==> config.mk <==
export PLATFORM = sky130hd
export DESIGN_NAME = pflash_bus_front
export DESIGN_NICKNAME = d
export VERILOG_FILES = /design/src/rtl/pfb_pkg.sv /design/src/rtl/pfb_sync_pipe.sv /design/src/rtl/pfb_region.sv /design/src/rtl/pfb_write_capture.sv /design/src/rtl/pflash_bus_front.sv
export SDC_FILE = /design/constraint.sdc
export NUM_CORES = 1
export LEC_CHECK = 0
export ABC_AREA = 1
export BUFFER_PORTS_ARGS = -buffer_cell sky130_fd_sc_hd__buf_2
export CAP_MARGIN = 5
export CORE_MARGIN = 2
export CORE_UTILIZATION = 52
export DETAILED_ROUTE_END_ITERATION = 7
export PLACE_DENSITY = 0.83
export SYNTH_ARGS = -nofsm -noshare
export SYNTH_HDL_FRONTEND = slang
export SYNTH_SLANG_ARGS = --single-unit
export TNS_END_PERCENT = 10
==> constraint.sdc <==
create_clock -name clk -period 2.7 [get_ports clk]
set_input_delay 0.27 -clock clk [delete_from_list [all_inputs] [get_ports clk]]
set_output_delay 0.27 -clock clk [all_outputs]
set_load 0.02 [all_outputs]
==> src/rtl/pfb_pkg.sv <==
package pfb_pkg;

  typedef enum logic [1:0] {
    REG_MAIN = 2'b00,
    REG_PAR1 = 2'b01,
    REG_PAR2 = 2'b10,
    REG_BOOT = 2'b11
  } region_e;

  typedef enum logic [1:0] {
    WR_IDLE = 2'b00,
    WR_OPEN = 2'b01,
    WR_VOID = 2'b10
  } wr_state_e;

endpackage

==> src/rtl/pfb_sync_pipe.sv <==
module pfb_sync_pipe #(
  parameter int   WIDTH     = 1,
  parameter int   STAGES    = 2,
  parameter logic RESET_VAL = 1'b0
) (
  input  logic             clk,
  input  logic             rst_n,
  input  logic [WIDTH-1:0] d_i,
  output logic [WIDTH-1:0] q_o
);

  logic [WIDTH-1:0] stage_q [STAGES];

  for (genvar s = 0; s < STAGES; s++) begin : g_stage
    logic [WIDTH-1:0] stage_d;
    if (s == 0) begin : g_head
      assign stage_d = d_i;
    end else begin : g_tail
      assign stage_d = stage_q[s-1];
    end

    always_ff @(posedge clk or negedge rst_n) begin
      if (!rst_n) begin
        stage_q[s] <= {WIDTH{RESET_VAL}};
      end else begin
        stage_q[s] <= stage_d;
      end
    end
  end

  assign q_o = stage_q[STAGES-1];

endmodule

==> src/rtl/pfb_region.sv <==
module pfb_region
  import pfb_pkg::*;
#(
  parameter int ADDR_W   = 20,
  parameter bit TOP_BOOT = 1'b0
) (
  input  logic [ADDR_W-1:0] addr_i,
  output region_e           region_o
);

  localparam logic [ADDR_W-1:0] ONE      = {{(ADDR_W-1){1'b0}}, 1'b1};
  localparam logic [ADDR_W-1:0] LIM_BOOT = ONE << (ADDR_W - 6);
  localparam logic [ADDR_W-1:0] LIM_PAR1 = LIM_BOOT + (LIM_BOOT >> 1);
  localparam logic [ADDR_W-1:0] LIM_PAR2 = LIM_BOOT << 1;

  logic [ADDR_W-1:0] offset;

  // top layout is the bottom layout seen through an inverted address
  if (TOP_BOOT) begin : g_top
    assign offset = ~addr_i;
  end else begin : g_bottom
    assign offset = addr_i;
  end

  always_comb begin
    if (offset < LIM_BOOT) begin
      region_o = REG_BOOT;
    end else if (offset < LIM_PAR1) begin
      region_o = REG_PAR1;
    end else if (offset < LIM_PAR2) begin
      region_o = REG_PAR2;
    end else begin
      region_o = REG_MAIN;
    end
  end

endmodule

==> src/rtl/pfb_write_capture.sv <==
module pfb_write_capture
  import pfb_pkg::*;
#(
  parameter int ADDR_W = 20
) (
  input  logic              clk,
  input  logic              rst_n,
  input  logic              ce_s_i,
  input  logic              we_s_i,
  input  logic              oe_s_i,
  input  logic [ADDR_W-1:0] addr_d_i,
  input  logic [7:0]        code_d_i,
  input  region_e           region_d_i,
  output logic              cmd_valid_o,
  output logic [ADDR_W-1:0] cmd_addr_o,
  output logic [7:0]        cmd_code_o,
  output region_e           cmd_region_o
);

  wr_state_e         state_q, state_d;
  logic              strobe_low;
  logic              ld_addr;
  logic              fire;
  logic [ADDR_W-1:0] addr_q;
  logic [7:0]        code_q;
  region_e           region_q;
  logic              valid_q;

  assign strobe_low = !ce_s_i && !we_s_i;

  always_comb begin
    state_d = state_q;
    ld_addr = 1'b0;
    fire    = 1'b0;
    unique case (state_q)
      WR_IDLE: begin
        if (strobe_low) begin
          if (oe_s_i) begin
            state_d = WR_OPEN;
            ld_addr = 1'b1;
          end else begin
            state_d = WR_VOID;
          end
        end
      end
      WR_OPEN: begin
        if (!strobe_low) begin
          state_d = WR_IDLE;
          fire    = 1'b1;
        end else if (!oe_s_i) begin
          state_d = WR_VOID;
        end
      end
      WR_VOID: begin
        if (!strobe_low) begin
          state_d = WR_IDLE;
        end
      end
      default: state_d = WR_IDLE;
    endcase
  end

  always_ff @(posedge clk or negedge rst_n) begin
    if (!rst_n) begin
      state_q <= WR_IDLE;
      valid_q <= 1'b0;
    end else begin
      state_q <= state_d;
      valid_q <= fire;
    end
  end

  always_ff @(posedge clk or negedge rst_n) begin
    if (!rst_n) begin
      addr_q   <= '0;
      region_q <= REG_MAIN;
    end else if (ld_addr) begin
      addr_q   <= addr_d_i;
      region_q <= region_d_i;
    end
  end

  always_ff @(posedge clk or negedge rst_n) begin
    if (!rst_n) begin
      code_q <= '0;
    end else if (fire) begin
      code_q <= code_d_i;
    end
  end

  assign cmd_valid_o  = valid_q;
  assign cmd_addr_o   = addr_q;
  assign cmd_code_o   = code_q;
  assign cmd_region_o = region_q;

  assert_single_pulse_R5 : assert property (
    @(posedge clk) disable iff (!rst_n) cmd_valid_o |=> !cmd_valid_o);

  assert_void_silent_R7 : assert property (
    @(posedge clk) disable iff (!rst_n) (state_q == WR_VOID) |=> !cmd_valid_o);

  // a pulse only follows a strobe release
  assert_pulse_after_release_R4 : assert property (
    @(posedge clk) disable iff (!rst_n) cmd_valid_o |-> !(!ce_s_i && !we_s_i));

endmodule

==> src/rtl/pflash_bus_front.sv <==
module pflash_bus_front
  import pfb_pkg::*;
#(
  parameter int ADDR_W      = 20,
  parameter int DATA_W      = 16,
  parameter int SYNC_STAGES = 2,
  parameter bit TOP_BOOT    = 1'b0
) (
  input  logic              clk,
  input  logic              rst_n,
  input  logic              ce_n_i,
  input  logic              oe_n_i,
  input  logic              we_n_i,
  input  logic [ADDR_W-1:0] addr_i,
  input  logic [DATA_W-1:0] wdata_i,
  input  logic [DATA_W-1:0] array_rdata_i,
  output logic [DATA_W-1:0] dq_o,
  output logic              dq_oe_o,
  output logic [1:0]        addr_region_o,
  output logic              cmd_valid_o,
  output logic [ADDR_W-1:0] cmd_addr_o,
  output logic [7:0]        cmd_code_o,
  output logic [1:0]        cmd_region_o
);

  localparam int CODE_W = 8;
  localparam int BUS_W  = ADDR_W + CODE_W;

  logic [2:0]        strobe_raw, strobe_s;
  logic              ce_s, oe_s, we_s;
  logic [BUS_W-1:0]  bus_raw, bus_d;
  logic [ADDR_W-1:0] addr_d;
  logic [7:0]        code_d;
  logic              unused_hi_byte;
  region_e           live_region, pipe_region, cmd_region;
  logic              read_on;

  assign strobe_raw = {ce_n_i, oe_n_i, we_n_i};

  pfb_sync_pipe #(
    .WIDTH(3), .STAGES(SYNC_STAGES), .RESET_VAL(1'b1)
  ) i_strobe_sync (
    .clk(clk), .rst_n(rst_n), .d_i(strobe_raw), .q_o(strobe_s)
  );

  assign ce_s = strobe_s[2];
  assign oe_s = strobe_s[1];
  assign we_s = strobe_s[0];

  // bus delayed by the same depth to stay aligned with the strobes
  assign bus_raw        = {addr_i, wdata_i[CODE_W-1:0]};
  assign unused_hi_byte = ^wdata_i[DATA_W-1:CODE_W];

  pfb_sync_pipe #(
    .WIDTH(BUS_W), .STAGES(SYNC_STAGES), .RESET_VAL(1'b0)
  ) i_bus_delay (
    .clk(clk), .rst_n(rst_n), .d_i(bus_raw), .q_o(bus_d)
  );

  assign addr_d = bus_d[BUS_W-1:CODE_W];
  assign code_d = bus_d[CODE_W-1:0];

  pfb_region #(.ADDR_W(ADDR_W), .TOP_BOOT(TOP_BOOT)) i_live_region (
    .addr_i(addr_i), .region_o(live_region)
  );

  pfb_region #(.ADDR_W(ADDR_W), .TOP_BOOT(TOP_BOOT)) i_pipe_region (
    .addr_i(addr_d), .region_o(pipe_region)
  );

  pfb_write_capture #(.ADDR_W(ADDR_W)) i_capture (
    .clk(clk), .rst_n(rst_n),
    .ce_s_i(ce_s), .we_s_i(we_s), .oe_s_i(oe_s),
    .addr_d_i(addr_d), .code_d_i(code_d), .region_d_i(pipe_region),
    .cmd_valid_o(cmd_valid_o), .cmd_addr_o(cmd_addr_o),
    .cmd_code_o(cmd_code_o), .cmd_region_o(cmd_region)
  );

  assign read_on       = !ce_s && !oe_s && we_s;
  assign dq_oe_o       = read_on;
  assign dq_o          = read_on ? array_rdata_i : '0;
  assign addr_region_o = live_region;
  assign cmd_region_o  = cmd_region;

  assert_hiz_when_deselected_R2 : assert property (
    @(posedge clk) disable iff (!rst_n)
      ($past(ce_n_i, 2) || $past(oe_n_i, 2)) |-> (!dq_oe_o && (dq_o == '0)));

  assert_quiet_after_reset_R8 : assert property (
    @(posedge clk) disable iff (!rst_n)
      $past(!rst_n) |-> (!dq_oe_o && !cmd_valid_o));

endmodule

### After elaboration in Yosys (flattened, before gate mapping)

Cells that the tools add are included.
W data, S select, Z words.

| cells by class | value |
|---|---|
| $add $sub $neg | 0 |
| multiply operators | 0 |
| div/mod/pow operators | 0 |
| $lt $le $gt $ge | 6 |
| eq/ne operators | 5 |
| shift operators | 0 |
| mux-type cells | 18 |
| bitwise logic cells | 0 |
| reductions and logical operators | 8 |

Operator list:

| kind | number |
|---|---|
| $lt A20 B15 Y1 const B | 4 |
| $lt A20 B16 Y1 const B | 2 |
| $mux W2 | 11 |
| $mux W16 | 1 |
| $pmux W2 S3 | 1 |
| $mux W1 | 5 |
| $logic_and A1 B1 Y1 | 3 |
| $logic_not A1 Y1 | 3 |
| $ne A3 B3 Y1 const B | 1 |
| $reduce_and A3 Y1 | 1 |
| $eq A2 B1 Y1 const B | 1 |
| $eq A2 B2 Y1 const B | 1 |
| $logic_not A2 Y1 | 1 |
| $ne A2 B1 Y1 const B | 1 |
| $ne A2 B2 Y1 const B | 1 |

| storage, ports and cells | value |
|---|---|
| flip-flop bits (word level) | 95 |
| latch bits | 0 |
| RAM bits | 0 |
| memory bits (read-only) | 0 |
| word-level logic and storage cells | 46 |
| memories kept | 0 |

### Depth between registers and ports, before layout

| logic depth | value |
|---|---|
| depth in word-level cells | 4 |
| depth in mapped cells | 6 |
| depth with buffers taken out | 6 |

### Cells and area by module

From an unflattened synthesis, not the netlist that was laid out.

| unflattened totals | value |
|---|---|
| cell total of the unflattened synthesis | 266 |
| area total of the unflattened synthesis | 3241.9 sq um |

By module, submodules not included:

| module | instances | cells an instance | area each (sq um) |
|---|---|---|---|
| pfb_write_capture | 1 | 146 | 1420.1 |
| pfb_sync_pipe (i_bus_delay) | 1 | 56 | 1401.3 |
| pflash_bus_front | 1 | 36 | 175.2 |
| pfb_sync_pipe (i_strobe_sync) | 1 | 6 | 157.7 |
| pfb_region | 2 | 11 | 43.8 |

### Least setup slack after synthesis

No wires, ideal clock.

| timing | value |
|---|---|
| path type | register to output |
| from | register i_strobe_sync.stage_q, in the netlist i_strobe_sync.q_o[0] |
| to | output port dq_o[10] |
| arrival | 1.155 ns |
| slack | 1.275 ns |
| cell stages (with the launch flop) | 4 |
| buffers on the path | 1 |
| cells stage by stage | dfstp_2 -> nand3_2 -> buf_2 -> nor2_1 |

| on the way | value |
|---|---|
| word-level cells in the longest chain between the ends | 2 |

RTL lines:

| item | RTL line | text |
|---|---|---|
| start: declaration | pfb_sync_pipe.sv:12 | `logic [WIDTH-1:0] stage_q [STAGES];` |
| start signal: indexed assignment | pfb_sync_pipe.sv:24 | `stage_q[s] <= {WIDTH{RESET_VAL}};` |
| start signal: indexed assignment | pfb_sync_pipe.sv:26 | `stage_q[s] <= stage_d;` |
| $logic_and A1 B1 Y1 | pflash_bus_front.sv:79 | `assign read_on = !ce_s && !oe_s && we_s;` |
| $mux W16 | pflash_bus_front.sv:81 | `assign dq_o = read_on ? array_rdata_i : '0;` |
| end: declaration | pflash_bus_front.sv:17 | `output logic [DATA_W-1:0] dq_o,` |

No other way between the ends.

### Worst setup path in the final report

| timing | value |
|---|---|
| from | register i_strobe_sync.stage_q, in the netlist i_strobe_sync.q_o[0] |
| to | output port dq_o[1] |

The elaborated chain is that of the path after synthesis.

==> summary.md <==
| Metric | Value |
|---|---|
| CP startpoint kind | `flip-flop` |
| Synth top area cells | `dfrtp_1, nand2_1, dfstp_2` |
| Period utilisation layout | `66.55%` |
| Routed length on met2 | `2716 um` |
| Port buffer count | `98` |
| Total CTS buffers | `9` |
| Critical Path RT | `2.43 ns` |
| Post-DP HPWL | `3720 um` |
| Routed wire length | `5417 um` |
| Hold Crit Depth | `1` |
| Top cell type's share of synthesized area | `72.83%` |
| Worst path depth | `3` |
| Number of global-route vias before repair | `1,927` |
| Post-route insts no fill | `434` |
| PostCTS Resize Cnt | `0` |
| Vias per Instance | `4.488` |
| Post-synthesis compound-gate area fraction | `1.309%` |
| Synth warnings | `0` |
| Max VDD drop | `0.4871 mV` |
| H-tree Lvls | `3` |
| CTS sink cnt | `95` |
| GPL Wtd Cong | `0.6991` |
| Fin crit period | `1.797 ns` |
| # fillers | `426` |
| Leading area contributor after synthesis | `dfrtp_1` |
| Multiplexer share of the synthesized area | `0%` |
| Final Max Tran Viols | `0` |
| Slew margin rel. | `60.41%` |
| Share of cells above drive strength 1 | `36.19%` |
| Syn Std Cell Area | `3058 um2` |
| Clock latency on the worst-skew pair | `0.34 ns` |
| Area growth syn-to-layout | `25.04%` |
| CTS max path bufs | `2` |
| Simple-gate share of the synthesized area | `16.41%` |
| CP max-delay cell | `dfstp_2` |
| Antenna Cells | `0` |
| Mapped Nets | `307` |
| Routed metal-1 wire length | `2237 um` |
| Seq cells post-synth | `95` |
| GRT Overall Usage | `18.43%` |
| Endpoint class of the critical path | `output port` |
| Placed Area | `3630 um2` |
| Clk_skew | `0.008484 ns` |
| # DRC | `0` |
| Status | `completed` |
| Mean post-synth cell area | `12.23 um2` |
| CTS tree | `built` |
| CP top delay family | `flip-flops` |
| Die width | `80.69 um` |
| P per Cell Area | `752.2 nW/um2` |
| Pre-antenna DRT Iters | `4` |
| TNS Setup | `0 ns` |
| Global-route wire length before repair | `8659 um` |
| Cell area after layout | `3824 um2` |
| Adder-cell area share of the yosys netlist | `0%` |
| Xor/xnor share of the synthesized area | `0%` |
| Gr ovfl total | `0` |
| Fraction of the yosys area taken by sequential cells | `77.99%` |
| Yosys cell types | `18` |
| Hold slack | `0.03024 ns` |
| Post-route ant nets | `0` |
| Crit path largest cell delay | `0.57 ns` |
| Syn Inst Count | `250` |
| Die Span Y | `80.69 um` |
| CP cell instances | `nand3_2 -> nor2_1 -> buf_2` |
| Max Clock Freq | `556.5 MHz` |
| Fin. Hold Viols | `0` |
| Post-CTS Hold Fix Bufs | `1` |
| Setup violators final | `0` |
| Worst Tran Pin Value | `0.5938 ns` |
| WL per Instance | `12.48 um` |
| Most numerous cell in the Yosys netlist | `dfrtp_1` |
| Top FF cell, synth | `dfrtp_1` |
| Max Cap Viol | `0` |
| Crit path buf inv count | `1` |
| Worst EP arrival | `1.53 ns` |
| Top cells by count, synth | `dfrtp_1, nand2_1, inv_1` |
| Initial Util | `54.53%` |
| Die area | `6510 um2` |
| Core area | `5608 um2` |
| Min-Delay Path Class | `primary input to flip-flop` |
| Max FO, Critical Path | `17` |
| Top Ports | `107` |
| EDFF count, synth | `0` |
| Top layer in use | `met4` |
| Num rows | `27` |
| Dpl cells | `418` |
| Initial antenna violation count | `0` |
| Clk pin slew, worst setup/hold paths | `0.08 ns` |
| WS Path Type | `flip-flop to output port` |
| Leakage Power | `2.143 nW` |
| Largest net degree at the start of global routing | `52` |
| Reg2reg path depth | `4` |
| Largest family of logic cells by synthesized area | `simple AND/OR/NAND/NOR gates` |
| RSZ-0062 raised after global routing | `no` |
| Post-CTS setup buffers | `0` |
| Async set-reset flop share out of synthesis | `100.0%` |
| Iter 0 DRT Violations | `117` |
| Vias | `1,948` |
| Clock root cell | `clkbuf_8` |
| Nets | `415` |
| DR WL met3 | `371 um` |
-- state kept, by name, indices dropped and copies added (netlist names) --
register / flops
i_strobe_sync.g_stage.stage_d: 3
i_capture.state_q: 2
i_strobe_sync.q_o: 3
i_capture.cmd_region_o: 2
i_capture.cmd_addr_o: 20
i_capture.cmd_valid_o: 1
i_capture.cmd_code_o: 8
i_bus_delay.q_o: 28
i_bus_delay.g_stage.stage_d: 28
-- power breakdown --
part,internal (mW),switching (mW)
combinational,0.139,0.269
clock,0.406,0.437
sequential,1.56,0.0657
-- kinds of logic after synthesis --
family | after synthesis
and+or+nand+nor | 115
DFF | 95
AOI/OAI and AO/OA | 8
buffers and inverters | 32
-- routing by layer --
| layer | vias to the layer above | global-route usage, % |
|---|---|---|
| li1 | 962 | - |
| met1 | 905 | 22.00 |
| met3 | 9 | 6.180 |
| met4 | 0 | 7.627 |
| met5 | - | 0 |
| met2 | 72 | 30.75 |
-- cell type report --
type / instances / area [um2] / share of cell area [%]
timing repair buffer: 101 / 518.0 / 13.55
multi-input combinational: 123 / 541.8 / 14.17
clock buffer: 13 / 168.9 / 4.418
sequential: 95 / 2385 / 62.37
tap: 72 / 90.09 / 2.356
clock inverter: 2 / 15.01 / 0.3927
inverter: 28 / 105.1 / 2.749
-- layout by cell type, fill, tap and decap left out, types with 3 or more instances in the layout --
| cell | n |
|---|---|
| buf_2 | 97 |
| dfrtp_1 | 89 |
| nand2_1 | 85 |
| inv_1 | 24 |
| nor2_1 | 19 |
| clkbuf_8 | 12 |
| dfstp_2 | 6 |
| inv_2 | 4 |
| o21ai_1 | 4 |
| a21oi_1 | 3 |
| buf_4 | 3 |
-- path summary, 6_finish.rpt --
path	endpoint	slack (ns)	startpoint
min	i_bus_delay.g_stage[1].stage_d[8]	0.03	addr_i[0]
min reg2reg	i_bus_delay.q_o[23]	0.35	i_bus_delay.g_stage[1].stage_d[23]
max	dq_o[1]	0.90	i_strobe_sync.q_o[0]
max reg2reg	i_capture.cmd_addr_o[4]	1.42	i_capture.state_q[1]
min in group asynchronous	i_capture.cmd_addr_o[17]	0.48	rst_n
max in group asynchronous	i_strobe_sync.g_stage[1].stage_d[0]	1.44	rst_n
-- through the flow --
stage / utilization, % / setup WS [ns] / power, mW
after floorplan: - / 1.275 / 1.867
after global placement: 64.73 / 1.305 / 2.043
after detailed placement: 64.73 / 1.243 / 2.063
after CTS: 68.18 / 0.8615 / 2.914
after global routing: 68.18 / 0.7760 / 3.018
final: 68.18 / 0.9031 / 2.876
Power figures use the tool's default switching activity.
